===== config.mk =====
export PLATFORM = sky130hd
export DESIGN_NAME = rtc_core
export DESIGN_NICKNAME = d
export VERILOG_FILES = /design/src/rtl/rtc_pkg.sv /design/src/rtl/rtc_advance.sv /design/src/rtl/rtc_alarm_match.sv /design/src/rtl/rtc_flags.sv /design/src/rtl/rtc_core.sv
export SDC_FILE = /design/constraint.sdc
export NUM_CORES = 1
export LEC_CHECK = 0
export CAP_MARGIN = 20
export CORE_MARGIN = 2
export CORE_UTILIZATION = 43
export CTS_CLUSTER_SIZE = 14
export DETAILED_ROUTE_END_ITERATION = 10
export PLACE_DENSITY = 0.56
export RECOVER_POWER = 100
export SLEW_MARGIN = 20
export SYNTH_ARGS = -nofsm -noshare
export SYNTH_HDL_FRONTEND = slang
export SYNTH_SLANG_ARGS = --single-unit

===== constraint.sdc =====
create_clock -name clk -period 7.4 [get_ports clk]
set_input_delay 0.74 -clock clk [delete_from_list [all_inputs] [get_ports clk]]
set_output_delay 0.74 -clock clk [all_outputs]
set_load 0.02 [all_outputs]

===== src/rtl/rtc_pkg.sv =====
package rtc_pkg;
  localparam int BYTE_W    = 8;
  localparam int VAL_W     = 7;
  localparam int NUM_TREGS = 10;
  localparam int NUM_ALM   = 3;

  localparam int IX_SEC   = 0;
  localparam int IX_ASEC  = 1;
  localparam int IX_MIN   = 2;
  localparam int IX_AMIN  = 3;
  localparam int IX_HOUR  = 4;
  localparam int IX_AHOUR = 5;
  localparam int IX_DOW   = 6;
  localparam int IX_DATE  = 7;
  localparam int IX_MON   = 8;
  localparam int IX_YEAR  = 9;
  localparam int IX_CTRL  = 11;
  localparam int IX_FLAG  = 12;

  localparam int CB_INH = 7;
  localparam int CB_SQW = 3;
  localparam int CB_BIN = 2;
  localparam int CB_H24 = 1;
  localparam int CB_ENLO = 4;
  localparam int NUM_FLAGS = 3;

  localparam logic [BYTE_W-1:0] CTRL_RST = 8'h02;

  typedef logic [BYTE_W-1:0] byte_t;
  typedef logic [VAL_W-1:0]  val_t;

  typedef struct packed {
    byte_t sec;
    byte_t min;
    byte_t hour;
    byte_t dow;
    byte_t date;
    byte_t mon;
    byte_t year;
  } rtc_time_t;

  function automatic val_t val_dec(input byte_t v, input logic bin);
    val_t r;
    if (bin) r = v[VAL_W-1:0];
    else     r = {3'b000, v[7:4]} * 7'd10 + {3'b000, v[3:0]};
    return r;
  endfunction

  function automatic byte_t val_enc(input val_t b, input logic bin);
    val_t  tens;
    val_t  ones;
    byte_t r;
    tens = b / 7'd10;
    ones = b - tens * 7'd10;
    if (bin) r = {1'b0, b};
    else     r = {tens[3:0], ones[3:0]};
    return r;
  endfunction

  function automatic byte_t treg_rst(input int idx);
    return (idx == IX_DOW || idx == IX_DATE || idx == IX_MON) ? byte_t'(1) : byte_t'(0);
  endfunction
endpackage


===== src/rtl/rtc_advance.sv =====
module rtc_advance
  import rtc_pkg::*;
(
  input  rtc_time_t cur,
  input  logic      bin,
  input  logic      h24,
  output rtc_time_t nxt
);
  val_t  s_b, m_b, h_b, dw_b, dt_b, mo_b, y_b, dim, h_new;
  logic  c_hr, c_min, c_day, c_mon, c_yr, pm;
  byte_t h_enc;

  always_comb begin
    nxt   = cur;
    c_day = 1'b0;
    h_new = '0;
    pm    = cur.hour[7];
    s_b   = val_dec(cur.sec, bin);
    m_b   = val_dec(cur.min, bin);
    dw_b  = val_dec(cur.dow, bin);
    dt_b  = val_dec(cur.date, bin);
    mo_b  = val_dec(cur.mon, bin);
    y_b   = val_dec(cur.year, bin);
    h_b   = h24 ? val_dec(cur.hour, bin) : val_dec({1'b0, cur.hour[6:0]}, bin);

    c_min   = (s_b >= 7'd59);
    nxt.sec = val_enc(c_min ? 7'd0 : s_b + 7'd1, bin);

    c_hr = c_min && (m_b >= 7'd59);
    if (c_min) nxt.min = val_enc(c_hr ? 7'd0 : m_b + 7'd1, bin);

    if (h24) begin
      c_day = c_hr && (h_b >= 7'd23);
      h_new = c_day ? 7'd0 : h_b + 7'd1;
    end else if (h_b == 7'd11) begin
      c_day = c_hr && cur.hour[7];
      pm    = ~cur.hour[7];
      h_new = 7'd12;
    end else begin
      h_new = (h_b >= 7'd12) ? 7'd1 : h_b + 7'd1;
    end
    h_enc = val_enc(h_new, bin);
    if (c_hr) nxt.hour = h24 ? h_enc : {pm, h_enc[6:0]};

    if (c_day) nxt.dow = val_enc((dw_b >= 7'd7) ? 7'd1 : dw_b + 7'd1, bin);

    case (mo_b)
      7'd2:                      dim = (y_b[1:0] == 2'b00) ? 7'd29 : 7'd28;
      7'd4, 7'd6, 7'd9, 7'd11:   dim = 7'd30;
      default:                   dim = 7'd31;
    endcase
    c_mon = c_day && (dt_b >= dim);
    if (c_day) nxt.date = val_enc(c_mon ? 7'd1 : dt_b + 7'd1, bin);

    c_yr = c_mon && (mo_b >= 7'd12);
    if (c_mon) nxt.mon = val_enc(c_yr ? 7'd1 : mo_b + 7'd1, bin);
    if (c_yr)  nxt.year = val_enc((y_b >= 7'd99) ? 7'd0 : y_b + 7'd1, bin);
  end
endmodule


===== src/rtl/rtc_alarm_match.sv =====
module rtc_alarm_match
  import rtc_pkg::*;
#(
  parameter int NF = NUM_ALM
) (
  input  logic [NF-1:0][BYTE_W-1:0] now_v,
  input  logic [NF-1:0][BYTE_W-1:0] alm_v,
  output logic                      hit
);
  logic [NF-1:0] fld_ok;

  for (genvar g = 0; g < NF; g++) begin : g_fld
    assign fld_ok[g] = (alm_v[g][7:6] == 2'b11) || (alm_v[g] == now_v[g]);
  end

  assign hit = &fld_ok;
endmodule


===== src/rtl/rtc_flags.sv =====
module rtc_flags
  import rtc_pkg::*;
#(
  parameter int NF = NUM_FLAGS
) (
  input  logic          clk,
  input  logic          rst_n,
  input  logic [NF-1:0] set_vec,
  input  logic          rd_clr,
  input  logic [NF-1:0] en,
  output logic [NF-1:0] flags,
  output logic          irq
);
  logic [NF-1:0] flags_q, flags_d;

  always_comb begin
    flags_d = (rd_clr ? '0 : flags_q) | set_vec;
  end

  always_ff @(posedge clk or negedge rst_n) begin
    if (!rst_n) flags_q <= '0;
    else        flags_q <= flags_d;
  end

  assign flags = flags_q;
  assign irq   = |(flags_q & en);

  // a source event is never lost, even against a clearing read
  a_r10_set_survives: assert property (@(posedge clk) disable iff (!rst_n)
    set_vec[0] |=> flags_q[0]);
  // a read with no new event empties the flags
  a_r10_read_clears: assert property (@(posedge clk) disable iff (!rst_n)
    (rd_clr && set_vec == '0) |=> (flags_q == '0));
  // no enable, no request
  a_r11_no_enable_quiet: assert property (@(posedge clk) disable iff (!rst_n)
    (en == '0) |-> !irq);
endmodule


===== src/rtl/rtc_core.sv =====
module rtc_core
  import rtc_pkg::*;
#(
  parameter int ADDR_W = 4
) (
  input  logic              clk,
  input  logic              rst_n,
  input  logic              upd_tick,
  input  logic              per_tick,
  input  logic              sqw_src,
  input  logic              bus_sel,
  input  logic              bus_we,
  input  logic [ADDR_W-1:0] bus_addr,
  input  logic [BYTE_W-1:0] bus_wdata,
  output logic [BYTE_W-1:0] bus_rdata,
  output logic              irq,
  output logic              sqw_out
);
  localparam logic [ADDR_W-1:0] A_CTRL = ADDR_W'(IX_CTRL);
  localparam logic [ADDR_W-1:0] A_FLAG = ADDR_W'(IX_FLAG);
  localparam logic [ADDR_W-1:0] A_SEC  = ADDR_W'(IX_SEC);

  byte_t tregs_q [NUM_TREGS];
  byte_t tregs_d [NUM_TREGS];
  byte_t ctrl_q, ctrl_d;

  logic wr_en, rd_en, abort, upd, alm_hit;
  rtc_time_t cur_t, nxt_t;
  logic [NUM_FLAGS-1:0] flags, set_vec;

  assign wr_en = bus_sel && bus_we;
  assign rd_en = bus_sel && !bus_we;
  assign abort = wr_en && (bus_addr == A_CTRL) && bus_wdata[CB_INH];
  assign upd   = upd_tick && !ctrl_q[CB_INH] && !abort;

  assign cur_t = '{sec: tregs_q[IX_SEC], min: tregs_q[IX_MIN], hour: tregs_q[IX_HOUR],
                   dow: tregs_q[IX_DOW], date: tregs_q[IX_DATE], mon: tregs_q[IX_MON],
                   year: tregs_q[IX_YEAR]};

  rtc_advance u_adv (
    .cur (cur_t),
    .bin (ctrl_q[CB_BIN]),
    .h24 (ctrl_q[CB_H24]),
    .nxt (nxt_t)
  );

  rtc_alarm_match #(.NF(NUM_ALM)) u_alm (
    .now_v ({nxt_t.hour, nxt_t.min, nxt_t.sec}),
    .alm_v ({tregs_q[IX_AHOUR], tregs_q[IX_AMIN], tregs_q[IX_ASEC]}),
    .hit   (alm_hit)
  );

  assign set_vec = {per_tick, upd && alm_hit, upd};

  rtc_flags #(.NF(NUM_FLAGS)) u_flg (
    .clk     (clk),
    .rst_n   (rst_n),
    .set_vec (set_vec),
    .rd_clr  (rd_en && (bus_addr == A_FLAG)),
    .en      (ctrl_q[CB_ENLO+NUM_FLAGS-1:CB_ENLO]),
    .flags   (flags),
    .irq     (irq)
  );

  always_comb begin
    for (int i = 0; i < NUM_TREGS; i++) tregs_d[i] = tregs_q[i];
    ctrl_d = ctrl_q;
    if (upd) begin
      tregs_d[IX_SEC]  = nxt_t.sec;
      tregs_d[IX_MIN]  = nxt_t.min;
      tregs_d[IX_HOUR] = nxt_t.hour;
      tregs_d[IX_DOW]  = nxt_t.dow;
      tregs_d[IX_DATE] = nxt_t.date;
      tregs_d[IX_MON]  = nxt_t.mon;
      tregs_d[IX_YEAR] = nxt_t.year;
    end
    for (int i = 0; i < NUM_TREGS; i++) begin
      if (wr_en && bus_addr == ADDR_W'(i)) tregs_d[i] = bus_wdata;
    end
    if (wr_en && bus_addr == A_CTRL) ctrl_d = bus_wdata;
  end

  always_ff @(posedge clk or negedge rst_n) begin
    if (!rst_n) begin
      for (int i = 0; i < NUM_TREGS; i++) tregs_q[i] <= treg_rst(i);
      ctrl_q <= CTRL_RST;
    end else begin
      for (int i = 0; i < NUM_TREGS; i++) tregs_q[i] <= tregs_d[i];
      ctrl_q <= ctrl_d;
    end
  end

  always_comb begin
    bus_rdata = '0;
    if (rd_en) begin
      for (int i = 0; i < NUM_TREGS; i++) begin
        if (bus_addr == ADDR_W'(i)) bus_rdata = tregs_q[i];
      end
      if (bus_addr == A_CTRL) bus_rdata = ctrl_q;
      if (bus_addr == A_FLAG) bus_rdata = {irq, flags, 4'b0000};
    end
  end

  assign sqw_out = sqw_src && ctrl_q[CB_SQW];

  // inhibited clock keeps its seconds unless software writes them
  a_r2_hold_inhibited: assert property (@(posedge clk) disable iff (!rst_n)
    (ctrl_q[CB_INH] && !(wr_en && bus_addr == A_SEC)) |=> $stable(tregs_q[IX_SEC]));
  // an accepted tick always moves the seconds byte
  a_r2_tick_moves: assert property (@(posedge clk) disable iff (!rst_n)
    (upd_tick && !ctrl_q[CB_INH] && !bus_sel) |=> !$stable(tregs_q[IX_SEC]));
  // setting the inhibit bit cancels the tick of the same cycle
  a_r3_abort_tick: assert property (@(posedge clk) disable iff (!rst_n)
    (upd_tick && wr_en && bus_addr == A_CTRL && bus_wdata[CB_INH]) |=> $stable(tregs_q[IX_SEC]));
  // gated square wave stays low when disabled
  a_r12_sqw_gated: assert property (@(posedge clk) disable iff (!rst_n)
    !ctrl_q[CB_SQW] |-> !sqw_out);
endmodule


Word-level counts from Yosys, hierarchy flattened
Index checks and enable logic that the tools add are counted.
{"block": "totals", "in_bits": 19, "register_bits": 91, "wordCells": 203}
{"block": "classes", "n_mul": 15, "div": 7, "addsub": 22, "reduce_logical": 50, "n_bitwise": 3, "eq_ne": 23, "n_mux": 63, "n_lt_le_gt_ge": 8}
{"operator": "2-to-1 mux 8 bit", "n": 37}
{"operator": "2-to-1 mux 7 bit", "n": 19}
{"operator": "adder 7 x 4 -> 7 bit", "n": 8}
{"operator": "adder 7 x 1 -> 7 bit, second input constant", "n": 7}
{"operator": "divider 7 x 4 -> 7 bit, second input constant", "n": 7}
{"operator": "multiplier 7 x 3 -> 3 bit, second input constant", "n": 7}
{"operator": "multiplier 4 x 3 -> 6 bit, second input constant", "n": 7}
{"operator": "2-to-1 mux 32 bit", "n": 1}
{"operator": "subtractor 4 bit", "n": 7}
{"operator": "equality test 8 bit", "n": 3}
{"operator": "logical AND 1 bit", "n": 24}
{"operator": "nonzero test 2 bit", "n": 11}
{"operator": "equality test 7 x 4 -> 1 bit, second input constant", "n": 3}
{"operator": "equality test 4 x 3 -> 1 bit, second input constant", "n": 4}
{"operator": "equality test 4 bit, second input constant", "n": 4}
{"operator": "equality test 7 x 3 -> 1 bit, second input constant", "n": 2}
{"operator": "greater-or-equal comparator 7 x 4 -> 1 bit, second input constant", "n": 2}
{"operator": "greater-or-equal comparator 7 x 6 -> 1 bit, second input constant", "n": 2}
{"operator": "one-hot mux 7 bit (2 select lines)", "n": 1}
{"operator": "equality test 4 x 2 -> 1 bit, second input constant", "n": 2}
{"operator": "AND reduction 2 bit", "n": 4}
{"operator": "equality test 7 x 2 -> 1 bit, second input constant", "n": 1}
{"operator": "greater-or-equal comparator 7 x 3 -> 1 bit, second input constant", "n": 1}
{"operator": "greater-or-equal comparator 7 x 5 -> 1 bit, second input constant", "n": 1}
{"operator": "17 further kinds", "n": 26}

Logic depth before layout (Yosys ltp)
Gate-level depths: netlist of the first run.
{"block": "depth", "depth_word": 19, "mapped_depth": 35, "mapped_depth_nobuf": 33}

Cells and area by module
Synthesis of the first run repeated with hierarchy kept, for this count alone.
{"block": "unflattened", "hier_cells": 1412, "area_unflattened_um2": 11537.3}
{"module": "rtc_advance", "cells_each": 856, "n_inst": 1, "seq_area_each_um2": 0.0, "area_per_inst_um2": 6172.2}
{"module": "rtc_core", "cells_each": 513, "n_inst": 1, "seq_area_each_um2": 2207.1, "area_per_inst_um2": 4969.8}
{"module": "rtc_alarm_match", "cells_each": 34, "n_inst": 1, "seq_area_each_um2": 0.0, "area_per_inst_um2": 280.3}
{"module": "rtc_flags", "cells_each": 9, "n_inst": 1, "seq_area_each_um2": 75.1, "area_per_inst_um2": 115.1}

Worst setup path before layout of the first run
OpenSTA, ideal clock, no wires.
{"block": "synth_path", "path_type": "register to register", "start": "reg tregs_q, in the netlist cur_t[45]", "end": "reg u_flg.flags_q[1], in the netlist u_flg.flags[1]", "period_less_slack_ns": 6.664, "stages_incl_launch_ff": 30, "slack_ns": 0.736, "arrival_ns": 6.577, "n_path_buf": 1, "cell_sequence": "dfrtp_1 -> ha_1 -> ha_1 -> inv_1 -> fa_1 -> or3b_2 -> a2111oi_0 -> nor3b_1 -> o21ai_2 -> o311a_4 -> a211oi_1 -> buf_2 -> o21ai_0 -> o21ai_0 -> mux2_2 -> mux2i_1 -> ha_1 -> o221ai_1 -> maj3_1 -> a21boi_1 -> a2bb2oi_4 -> inv_1 -> ha_1 -> fa_1 -> xnor2_1 -> a21oi_1 -> a31oi_1 -> a2111oi_0 -> nand4_1 -> a211oi_2"}
{"block": "synth_via", "elab_chain_cells": 19, "word_cells_on_any_way": 28}
{"element": "from (decl)", "line": "rtc_core.sv:23", "text": "byte_t tregs_q [NUM_TREGS];"}
{"element": "multiplier 4 x 3 -> 6 bit", "line": "rtc_pkg.sv:45", "text": "else r = {3'b000, v[7:4]} * 7'd10 + {3'b000, v[3:0]};"}
{"element": "adder 7 x 4 -> 7 bit", "line": "rtc_pkg.sv:45"}
{"element": "2-to-1 mux 7 bit", "line": "rtc_pkg.sv:44", "text": "if (bin) r = v[VAL_W-1:0];"}
{"element": "greater-or-equal comparator 7 x 6 -> 1 bit", "line": "rtc_advance.sv:29", "text": "c_hr = c_min && (m_b >= 7'd59);"}
{"element": "logical AND 1 bit", "line": "rtc_advance.sv:29"}
{"element": "logical AND 1 bit", "line": "rtc_advance.sv:33", "text": "c_day = c_hr && (h_b >= 7'd23);"}
{"element": "2-to-1 mux 7 bit", "line": "rtc_advance.sv:34", "text": "h_new = c_day ? 7'd0 : h_b + 7'd1;"}
{"element": "2-to-1 mux 7 bit", "line": "rtc_advance.sv:32", "text": "if (h24) begin"}
{"element": "[... 3 more ...]"}
{"element": "2-to-1 mux 8 bit", "line": "rtc_pkg.sv:55", "text": "if (bin) r = {1'b0, b};"}
{"element": "2-to-1 mux 8 bit (2 in a row)", "line": "rtc_advance.sv:43", "text": "if (c_hr) nxt.hour = h24 ? h_enc : {pm, h_enc[6:0]};"}
{"element": "equality test 8 bit", "line": "rtc_alarm_match.sv:13", "text": "assign fld_ok[g] = (alm_v[g][7:6] == 2'b11) || (alm_v[g] == now_v[g]);"}
{"element": "logical OR 1 bit", "line": "rtc_alarm_match.sv:13"}
{"element": "AND reduction 3 bit *", "line": "rtc_alarm_match.sv:16", "text": "assign hit = &fld_ok;"}
{"element": "logical AND 1 bit *", "line": "rtc_core.sv:53", "text": "assign set_vec = {per_tick, upd && alm_hit, upd};"}
{"element": "OR 3 bit *", "line": "rtc_flags.sv:17", "text": "flags_d = (rd_clr ? '0 : flags_q) | set_vec;"}
{"element": "via u_flg.flags_d[1]", "line": "rtc_flags.sv:14", "text": "logic [NF-1:0] flags_q, flags_d;"}
{"element": "to (signal assigned)", "line": "rtc_flags.sv:22", "text": "else flags_q <= flags_d;"}
{"element": "to (decl)", "line": "rtc_flags.sv:14"}
The timed path passes the listed nets; every way through them passes the cells marked *.
A chain may end at the register's enable or synchronous reset.

Worst setup path after layout of the first run
{"block": "layout_path", "start": "reg tregs_q, in the netlist cur_t[47]", "end": "reg u_flg.flags_q[1], in the netlist u_flg.flags[1]"}
The elaborated chain is that of the path after synthesis.

==> impl_metrics.json, run 1 <==
{
  "cp_slowest_cell": "fa_1",
  "ys_warn_count": 0,
  "syn_nets": 1501,
  "cap_violations": 3,
  "die_w_um": 165,
  "ys_ff_latch": 91,
  "synth_top_area_share_pct": 19.6,
  "fp-row-count": 58,
  "utilization_pct": 48.1,
  "yosys.area_share.adder_pct": 12.1,
  "drt_pre_antenna_iters": 5,
  "setup_viol": 0,
  "clockRootBuffer": "clkbuf_16",
  "clk_latency_ps": 360,
  "place_ws_ps": 229,
  "clk_path_buf_depth": 2,
  "area_growth_pct": 9.49,
  "design.die.area_um2": 27200,
  "die_h_um": 165,
  "synth_top_family_by_area": "compound AO/OA/AOI/OAI gates",
  "final_hold_viol_count": 0,
  "multi_input_area_um2": 8420,
  "critPathCaptureType": "flip-flop",
  "crit_fanout": 9,
  "skew_ps": 13.6,
  "clock-sinks": 91,
  "power_density_nw_per_um2": 517,
  "totalWireLength_um": 35000,
  "yosys-top-cells-count": "161 x nand2_1, 109 x o21ai_0, 96 x nor2_1",
  "maxSlewHeadroom_pct": -138,
  "track_usage_pct": 26.5,
  "setup_ws_ps": 452,
  "placed_area_um2": 11800,
  "io_buffers": 28,
  "seq_area_frac_synth_pct": 20.5,
  "coreArea_um2": 25300,
  "crit_top_cell": "ha_1",
  "cp-startpoint": "cur_t[47]",
  "cts_made_buffers": 9,
  "required_ps": 7680,
  "gp_congestion": 0.894,
  "period_share_pct": 93.9,
  "post-dp-hpwl_um": 26200,
  "h-tree-depth": 3,
  "muxShareOfSynthArea_pct": 10.5,
  "synth_cells": 1389,
  "min_from": "ctrl_q[0]",
  "cts_tree": "yes",
  "tightest_slew_ps": 3570,
  "antenna_found_initial": 2,
  "synth.avg_cell_area_um2": 8.01,
  "via_per_inst": 6.06,
  "violations": "max-capacitance violations, max-slew violations",
  "ys_top_cells_by_area": "dfrtp_1 20%, ha_1 8.1%, nand2_1 5.4%",
  "yosysMostFrequentCell": "nand2_1",
  "post_synth_and_or_nand_nor_area_fraction_pct": 20.8,
  "grt_start_max_net_pins": 63,
  "wl_per_cell_um": 20.2,
  "cp_top_family": "adder cells",
  "grt.overflow.total": 0,
  "ir_drop_uv": 286,
  "drtIter0Drc": 871,
  "cp_slowest_stage_delay_ps": 480,
  "dp_cells": 1712,
  "start_kind": "flip-flop",
  "r2r-start": "cur_t[47]",
  "vias": 10500,
  "finalInstanceArea_um2": 12200,
  "ios": 29,
  "synth_edf_count": 0,
  "finalNonFillerCells": 1730,
  "start_util_pct": 43.9,
  "outcome": "complete, but fails checks",
  "layout.nets": 1506,
  "critPathBufInv": 4,
  "timing.fmax_mhz": 144,
  "p_leak_nw": 5.02,
  "grt_pass1_wl_um": 56100,
  "fin_tns_setup_ps": 0,
  "synth_compound_area_share_pct": 24.1,
  "synth_flop_cell": "dfrtp_1",
  "ant_nets": 0,
  "yosys.area.top_type": "dfrtp_1",
  "report.final.slew_viol_count": 125,
  "cp.arrival_ps": 7230,
  "worstHoldPathType": "flip-flop to flip-flop",
  "path_class": "flip-flop to flip-flop",
  "min_period_ps": 6950,
  "fillerInstances": 2560,
  "synthArstFlopShare_pct": 100,
  "grt_pass1_vias": 9769,
  "seqCellArea_um2": 2290,
  "finalPower_mw": 6.30,
  "drc_errors": 0,
  "cts_hold_buffers": 0,
  "cts.reportedPaths.clkPinSlew_ps": 80,
  "synth_xor_area_share_pct": 7.31,
  "drive_gt1_share_pct": 10.6,
  "fin_hold_ws_ps": 521,
  "ys_types": 88,
  "synth_area_um2": 11100
}
-- layout make-up --
| class | instances | area share, % |
|---|---|---|
| multi-input combinational | 1169 | 69.1 |
| timing repair buffer | 67 | 4.50 |
| clock inverter | 7 | 0.678 |
| sequential | 91 | 18.8 |
| clock buffer | 9 | 1.85 |
| inverter | 56 | 1.73 |
| antenna | 1 | 0.0205 |
| tap | 330 | 3.39 |
-- logic make-up (layout without fill, tap and decap cells) --
| family | after synthesis | in the layout |
|---|---|---|
| other | 2 | 3 |
| adder cells (fa/ha/maj) | 95 | 95 |
| buffers and inverters | 129 | 139 |
| XOR/XNOR | 92 | 92 |
| flip-flops | 91 | 91 |
| AND/OR/NAND/NOR | 478 | 478 |
| AO/OA/AOI/OAI | 404 | 404 |
| multiplexers | 98 | 98 |
-- report_power, final --
| group | leakage [nW] | internal (mW) | switching (mW) |
|---|---|---|---|
| clock | 0.145 | 0.268 | 0.232 |
| sequential | 1.13 | 0.630 | 0.274 |
| combinational | 3.74 | 2.09 | 2.81 |
| total | 5.02 | 2.99 | 3.31 |
-- worst paths after layout --
path | end | slack, ps | cells after the start
setup / recovery | u_flg.flags[1] | 450 | 30
hold / removal | ctrl_q[0] | 520 | 1
setup reg to reg | u_flg.flags[1] | 450 | 30
hold reg to reg | ctrl_q[0] | 520 | 1
max in group asynchronous | ctrl_q[2] | 1810 | 2
min in group asynchronous | cur_t[30] | 890 | 1
-- repair_timing --
action,CTS,global route
resized for setup,0,17
setup endpoints to repair,0,5
buffers inserted,0,1
-- layout by cell type (no fill, tap or decap), types with 20 or more instances in the layout --
cell type  Yosys  routed
xor2_1        46      46
nand2_1      161     161
nor2_1        96      96
ha_1          72      72
buf_4          0      34
o21ai_0      109     109
nand3_1       46      46
xnor2_1       45      45
a21o_1        20      20
nand2b_1      24      24
mux2i_1       40      38
a21oi_1       91      91
fa_1          21      21
dfrtp_1       87      85
nor3_1        31      31
mux2_2        45      45
inv_1         55      55
-- registers in the layout (all words and copies together) (netlist names) --
| signal | count |
|---|---|
| cur_t | 56 |
| tregs_q | 24 |
| ctrl_q | 8 |
| u_flg.flags | 3 |
-- metal layers --
layer / global-route usage, % / part of all wire, % / vias to the layer above
met1: 39.7 / 50 / 5107
met2: 41.2 / 44 / 263
li1: - / - / 5083
met3: 3.29 / 4.7 / 29
met5: 0 / 0.037 / -
met4: 4.70 / 1.1 / 2
Note: power is estimated with default switching activity, not from simulation.
==> run 2, diff against run 1 <==
--- a/config.mk
+++ b/config.mk
@@ -5,12 +5,12 @@
 export SDC_FILE = /design/constraint.sdc
 export NUM_CORES = 1
 export LEC_CHECK = 0
-export CAP_MARGIN = 20
+export CAP_MARGIN = 5
 export CORE_MARGIN = 2
-export CORE_UTILIZATION = 43
+export CORE_UTILIZATION = 25
 export CTS_CLUSTER_SIZE = 14
 export DETAILED_ROUTE_END_ITERATION = 10
-export PLACE_DENSITY = 0.56
+export PLACE_DENSITY = 0.36
 export RECOVER_POWER = 100
 export SLEW_MARGIN = 20
 export SYNTH_ARGS = -nofsm -noshare
==> run 2 against run 1 <==
Compared with the run above: the flow still finishes with violations (max-capacitance violations, max-slew violations); total power increased by 1.4%; highest routed layer is now met4; critical path type unchanged; utilization shrank 20 points; global-route usage shrank 9.3 points; setup slack lost 17 ps; sequential power down 2.3%; sequential share of layout area is 0.60 points lower; via count decreased by 1.0%; wire length up 14%; cell area increased by 3.3%; critical path depth fell by 3; register-to-register slack got worse by 20 ps.
==> impl_metrics.json, run 2 (synthesis results as in run 1) <==
{
  "outcome": "complete, but fails checks",
  "violations": "max-capacitance violations, max-slew violations",
  "antenna_found_initial": 3,
  "totalWireLength_um": 39800,
  "clockRootBuffer": "clkbuf_16",
  "mostFrequentLayoutCells": "161 x nand2_1, 108 x o21ai_0, 96 x nor2_1",
  "post-dp-hpwl_um": 30500,
  "ant_nets": 0,
  "finalNonFillerCells": 1997,
  "period_share_pct": 94.1,
  "grt_start_max_net_pins": 57,
  "finalPower_mw": 6.39,
  "ios": 29,
  "clk_latency_ps": 360,
  "drc_errors": 0,
  "timing.fmax_mhz": 144,
  "min_period_ps": 6970,
  "grt_pass1_vias": 10300,
  "die_h_um": 215,
  "cap_violations": 3,
  "layout.nets": 1510,
  "gp_congestion": 0.790,
  "drive_gt1_share_pct": 11.3,
  "final_common_cell": "nand2_1",
  "power_density_nw_per_um2": 507,
  "crit_top_cell": "ha_1",
  "cp_top_family": "compound AO/OA/AOI/OAI gates",
  "setup_viol": 0,
  "clk_path_buf_depth": 2,
  "start_util_pct": 25.2,
  "cts_tree": "yes",
  "grt.overflow.total": 0,
  "fin_hold_ws_ps": 529,
  "area_growth_pct": 13.1,
  "critPathBufInv": 1,
  "critPathCaptureType": "flip-flop",
  "finalInstanceArea_um2": 12600,
  "worstHoldPathType": "flip-flop to flip-flop",
  "io_buffers": 28,
  "skew_ps": 11.8,
  "via_per_inst": 5.19,
  "cts_made_buffers": 9,
  "ir_drop_uv": 317,
  "grt_pass1_wl_um": 62500,
  "cts_hold_buffers": 0,
  "largest_reg_flops": 56,
  "drt_pre_antenna_iters": 5,
  "cts.reportedPaths.clkPinSlew_ps": 80,
  "crit_fanout": 9,
  "fp-row-count": 77,
  "coreArea_um2": 44100,
  "maxSlewHeadroom_pct": -110,
  "wl_per_cell_um": 19.9,
  "path_class": "flip-flop to flip-flop",
  "final_hold_viol_count": 0,
  "design.die.area_um2": 46200,
  "start_kind": "flip-flop",
  "cp.arrival_ps": 7240,
  "cp_slowest_cell": "fa_1",
  "required_ps": 7670,
  "cp_slowest_stage_delay_ps": 520,
  "clock-sinks": 91,
  "dp_cells": 1977,
  "h-tree-depth": 3,
  "p_leak_nw": 5.08,
  "drtIter0Drc": 607,
  "tightest_slew_ps": 3150,
  "vias": 10400,
  "track_usage_pct": 17.2,
  "die_w_um": 215,
  "report.final.slew_viol_count": 122,
  "placed_area_um2": 12200
}
## run 2: cell count changes in the layout (fill, tap and decap cells not counted), sizes merged
cell,delta
diode,+1
clkinvlp,-2
clkinv,+1
buf,+5
inv,+1
clkdlybuf4s50,-2
dlygate4sd3,+1
clkbuf,-1
o311a,+1
## run 2: repair_timing
item,4_1_cts,5_1_grt
endpoints found under the setup margin,0,4
resized for setup,0,22
setup buffers,0,1
## run 2: path summary, 6_finish.rpt
| path | startpoint | cells after the start | to | slack [ps] |
|---|---|---|---|---|
| worst max-delay path | cur_t[37] | 27 | u_flg.flags[1] | 430 |
| worst min-delay path | ctrl_q[0] | 1 | ctrl_q[0] | 530 |
| worst max register to register | cur_t[37] | 27 | u_flg.flags[1] | 430 |
| worst min register to register | ctrl_q[0] | 1 | ctrl_q[0] | 530 |
| max in group asynchronous | rst_n | 2 | ctrl_q[2] | 2080 |
| min in group asynchronous | rst_n | 1 | cur_t[41] | 1020 |
## run 2: metal layers
metal	global-route usage, %	vias up	wire [µm]
li1	-	5096	-
met1	24.4	5089	19800
met2	27.8	168	18200
met3	2.25	21	1420
met4	3.33	0	371
met5	0	-	0
## run 2: final cells by class
cell class                      count  area (µm²)
Antenna cell                        2        5.00
Clock buffer                        9         225
Clock inverter                      7        90.1
Fill cell                        4887       31500
Inverter                           56         210
Multi-Input combinational cell   1170        8450
Sequential cell                    91        2290
Tap cell                          592         741
Timing Repair Buffer               70         582
## run 2: per-stage QoR
stage / TNS [ps] / worst slack, ps / util (%)
final: 0 / 435 / 28.5
after detailed placement: 0 / 43.1 / 27.6
after floorplan: 0 / 736 / -
after CTS: 0 / 17.9 / 28.3
after global routing: -1.41 / -1.41 / 28.5
after global placement: 0 / 132 / 27.6
## run 2: power by group
| part | total [mW] | internal, mW | switching, mW |
|---|---|---|---|
| combinational | 5.00 | 2.08 | 2.92 |
| sequential | 0.883 | 0.630 | 0.252 |
| clock | 0.508 | 0.272 | 0.235 |
==> run 3, diff against run 2 <==
--- a/config.mk
+++ b/config.mk
@@ -5,6 +5,8 @@
 export SDC_FILE = /design/constraint.sdc
 export NUM_CORES = 1
 export LEC_CHECK = 0
+export ABC_AREA = 1
+export ABC_CLOCK_PERIOD_IN_PS = 7400
 export CAP_MARGIN = 5
 export CORE_MARGIN = 2
 export CORE_UTILIZATION = 25
==> run 3 against run 2 <==
Compared with the run above: the run still ends with max-capacitance violations, max-slew violations left; maximum frequency grew 6.8%; worst hold slack worse by 30 ps; final cell count increased by 6.0%; sequential share of layout area grew 1.5 points; largest cell class unchanged; highest routed layer unchanged.
==> impl_metrics.json, run 3 <==
{
  "r2r-start": "cur_t[53]",
  "largest_reg_flops": 56,
  "setup_viol": 0,
  "grt_pass1_vias": 10000,
  "timing.fmax_mhz": 153,
  "antenna_cells": 0,
  "die_w_um": 210,
  "track_usage_pct": 16.9,
  "path_depth": 38,
  "ys_types": 68,
  "cts_hold_buffers": 0,
  "mostFrequentLayoutCells": "419 x nand2_1, 227 x inv_1, 119 x nor2_1",
  "ys_ff_latch": 91,
  "cts.repair.resized": 0,
  "area_growth_pct": 9.66,
  "skew_ps": 7.76,
  "clockRootBuffer": "clkbuf_16",
  "final_hold_viol_count": 0,
  "yosysMostFrequentCell": "nand2_1",
  "design.die.area_um2": 44100,
  "ios": 29,
  "wl_met2_um": 17100,
  "ff2ff_setup_slack_ps": 880,
  "totalWireLength_um": 36300,
  "rsz0062_at_grt": "no",
  "holdPathEnd": "tregs_q[66]",
  "maxSlewHeadroom_pct": -135,
  "tightest_slew_ps": 3530,
  "fp-row-count": 75,
  "synth_cells": 1552,
  "fillerInstances": 4770,
  "synth.avg_cell_area_um2": 6.83,
  "synth_flop_cell": "dfrtp_1",
  "min_from": "tregs_q[66]",
  "clk_latency_ps": 360,
  "drt_pre_antenna_iters": 5,
  "r2r_cells": 38,
  "cts_tree": "yes",
  "final_common_cell": "nand2_1",
  "report.final.slew_viol_count": 94,
  "synth_edf_count": 0,
  "grt_pass1_wl_um": 57600,
  "cts.reportedPaths.clkPinSlew_ps": 70,
  "cts_made_buffers": 9,
  "outcome": "complete, but fails checks",
  "holdPathStages": 2,
  "cp_top_family": "simple AND/OR/NAND/NOR gates",
  "clk_path_buf_depth": 2,
  "ys_top_cells_by_area": "dfrtp_1 21%, nand2_1 14%, ha_1 8.5%",
  "wl_per_cell_um": 17.1,
  "h-tree-depth": 3,
  "start_util_pct": 25.3,
  "cap_violations": 2,
  "path_class": "flip-flop to flip-flop",
  "vias": 10000,
  "synthArstFlopShare_pct": 100,
  "cp-startpoint": "cur_t[53]",
  "synth_area_um2": 10600,
  "violations": "max-capacitance violations, max-slew violations",
  "topRoutingLayerUsed": "met4",
  "via_per_inst": 4.73,
  "cp.arrival_ps": 6820,
  "grt.overflow.total": 0,
  "yosys-top-cells-count": "409 x nand2_1, 225 x inv_1, 118 x nor2_1",
  "synth_top_area_share_pct": 20.5,
  "antenna_found_initial": 1,
  "grt_start_max_net_pins": 62,
  "worstHoldPathType": "flip-flop to flip-flop",
  "r2r_end": "u_flg.flags[1]",
  "crit_fanout": 12,
  "layout.nets": 1684,
  "post-dp-hpwl_um": 28800,
  "crit_top_cell": "nand2_1",
  "drc_errors": 0,
  "critPathCaptureType": "flip-flop",
  "die_h_um": 210,
  "seq_area_frac_synth_pct": 21.5,
  "fin_tns_setup_ps": 0,
  "syn_nets": 1664,
  "io_buffers": 28,
  "wl_met1_um": 17900,
  "post_cts_buffers": 0,
  "drtIter0Drc": 455,
  "required_ps": 7700,
  "period_share_pct": 88.2,
  "gp_congestion": 0.813,
  "coreArea_um2": 41900,
  "yosys.area.top_type": "dfrtp_1",
  "met3_length_um": 947,
  "drive_gt1_share_pct": 9.45,
  "clock-sinks": 91,
  "start_kind": "flip-flop",
  "critPathBufInv": 3,
  "ant_nets": 0,
  "min_period_ps": 6520,
  "ys_warn_count": 0,
  "cp_slowest_stage_delay_ps": 510,
  "cp_slowest_cell": "clkinvlp_2"
}
-- run 3: worst reg2reg max path, delay by kind of cell, from the launching register on --
kind / cells / cell delay, ps
flip-flops: 1 / 450
AND/OR/NAND/NOR: 25 / 2880
XOR/XNOR: 2 / 310
adder cells (fa/ha/maj): 6 / 1870
buffers and inverters: 3 / 660
AO/OA/AOI/OAI: 2 / 310
-- run 3: stage by stage --
step	hold WS [ps]	worst slack [ps]	util, %	area, µm²	cells
2_1_floorplan	444	1720	-	10600	1552
3_3_place_gp	473	972	27.3	11400	2100
3_5_place_dp	483	1010	27.3	11400	2100
4_1_cts	337	983	28.0	11700	2116
5_1_grt	523	215	27.8	11600	2116
6_report	498	875	27.8	11600	2116
-- run 3: area by class of cell --
| class | instances | area [µm²] | share of cell area (%) |
|---|---|---|---|
| repair buffers | 36 | 319 | 2.75 |
| multi-input cells | 1175 | 7040 | 60.6 |
| well taps | 539 | 674 | 5.80 |
| inverters | 259 | 976 | 8.40 |
| clock buffers | 9 | 225 | 1.94 |
| clock inverters | 7 | 101 | 0.872 |
| flip-flops and latches | 91 | 2280 | 19.6 |
-- run 3: how the worst max path moves through the flow --
stage	end	slack [ps]
CTS	cur_t[19]	980
detailed placement	cur_t[19]	1010
floorplan	cur_t[19]	1720
finish	u_flg.flags[1]	880
global placement	cur_t[19]	970
global route	cur_t[19]	220
-- run 3: kinds of logic (layout without fill, tap and decap cells) --
kind of cell | count (synthesis) | in the layout | share of synthesized area (%)
xor gates and xnor gates | 52 | 52 | 4.65
other | 2 | 2 | 0.0709
DFF | 91 | 91 | 21.5
AOI/OAI and AO/OA | 264 | 264 | 16.8
buffers and inverters | 286 | 311 | 11.1
and+or+nand+nor | 763 | 763 | 33.3
muxes | 1 | 1 | 0.0944
adders and majority gates | 93 | 93 | 12.5
-- run 3: per-layer routing --
| metal | track usage (%) | up-vias |
|---|---|---|
| li1 | - | 5133 |
| met2 | 28.8 | 145 |
| met5 | 0 | - |
| met4 | 3.06 | 0 |
| met3 | 1.02 | 17 |
| met1 | 23.7 | 4715 |
Power of run 3 is left out: the tool's default activity adds up to more than one toggle a clock period on the data nets, which glitch-free logic cannot reach.
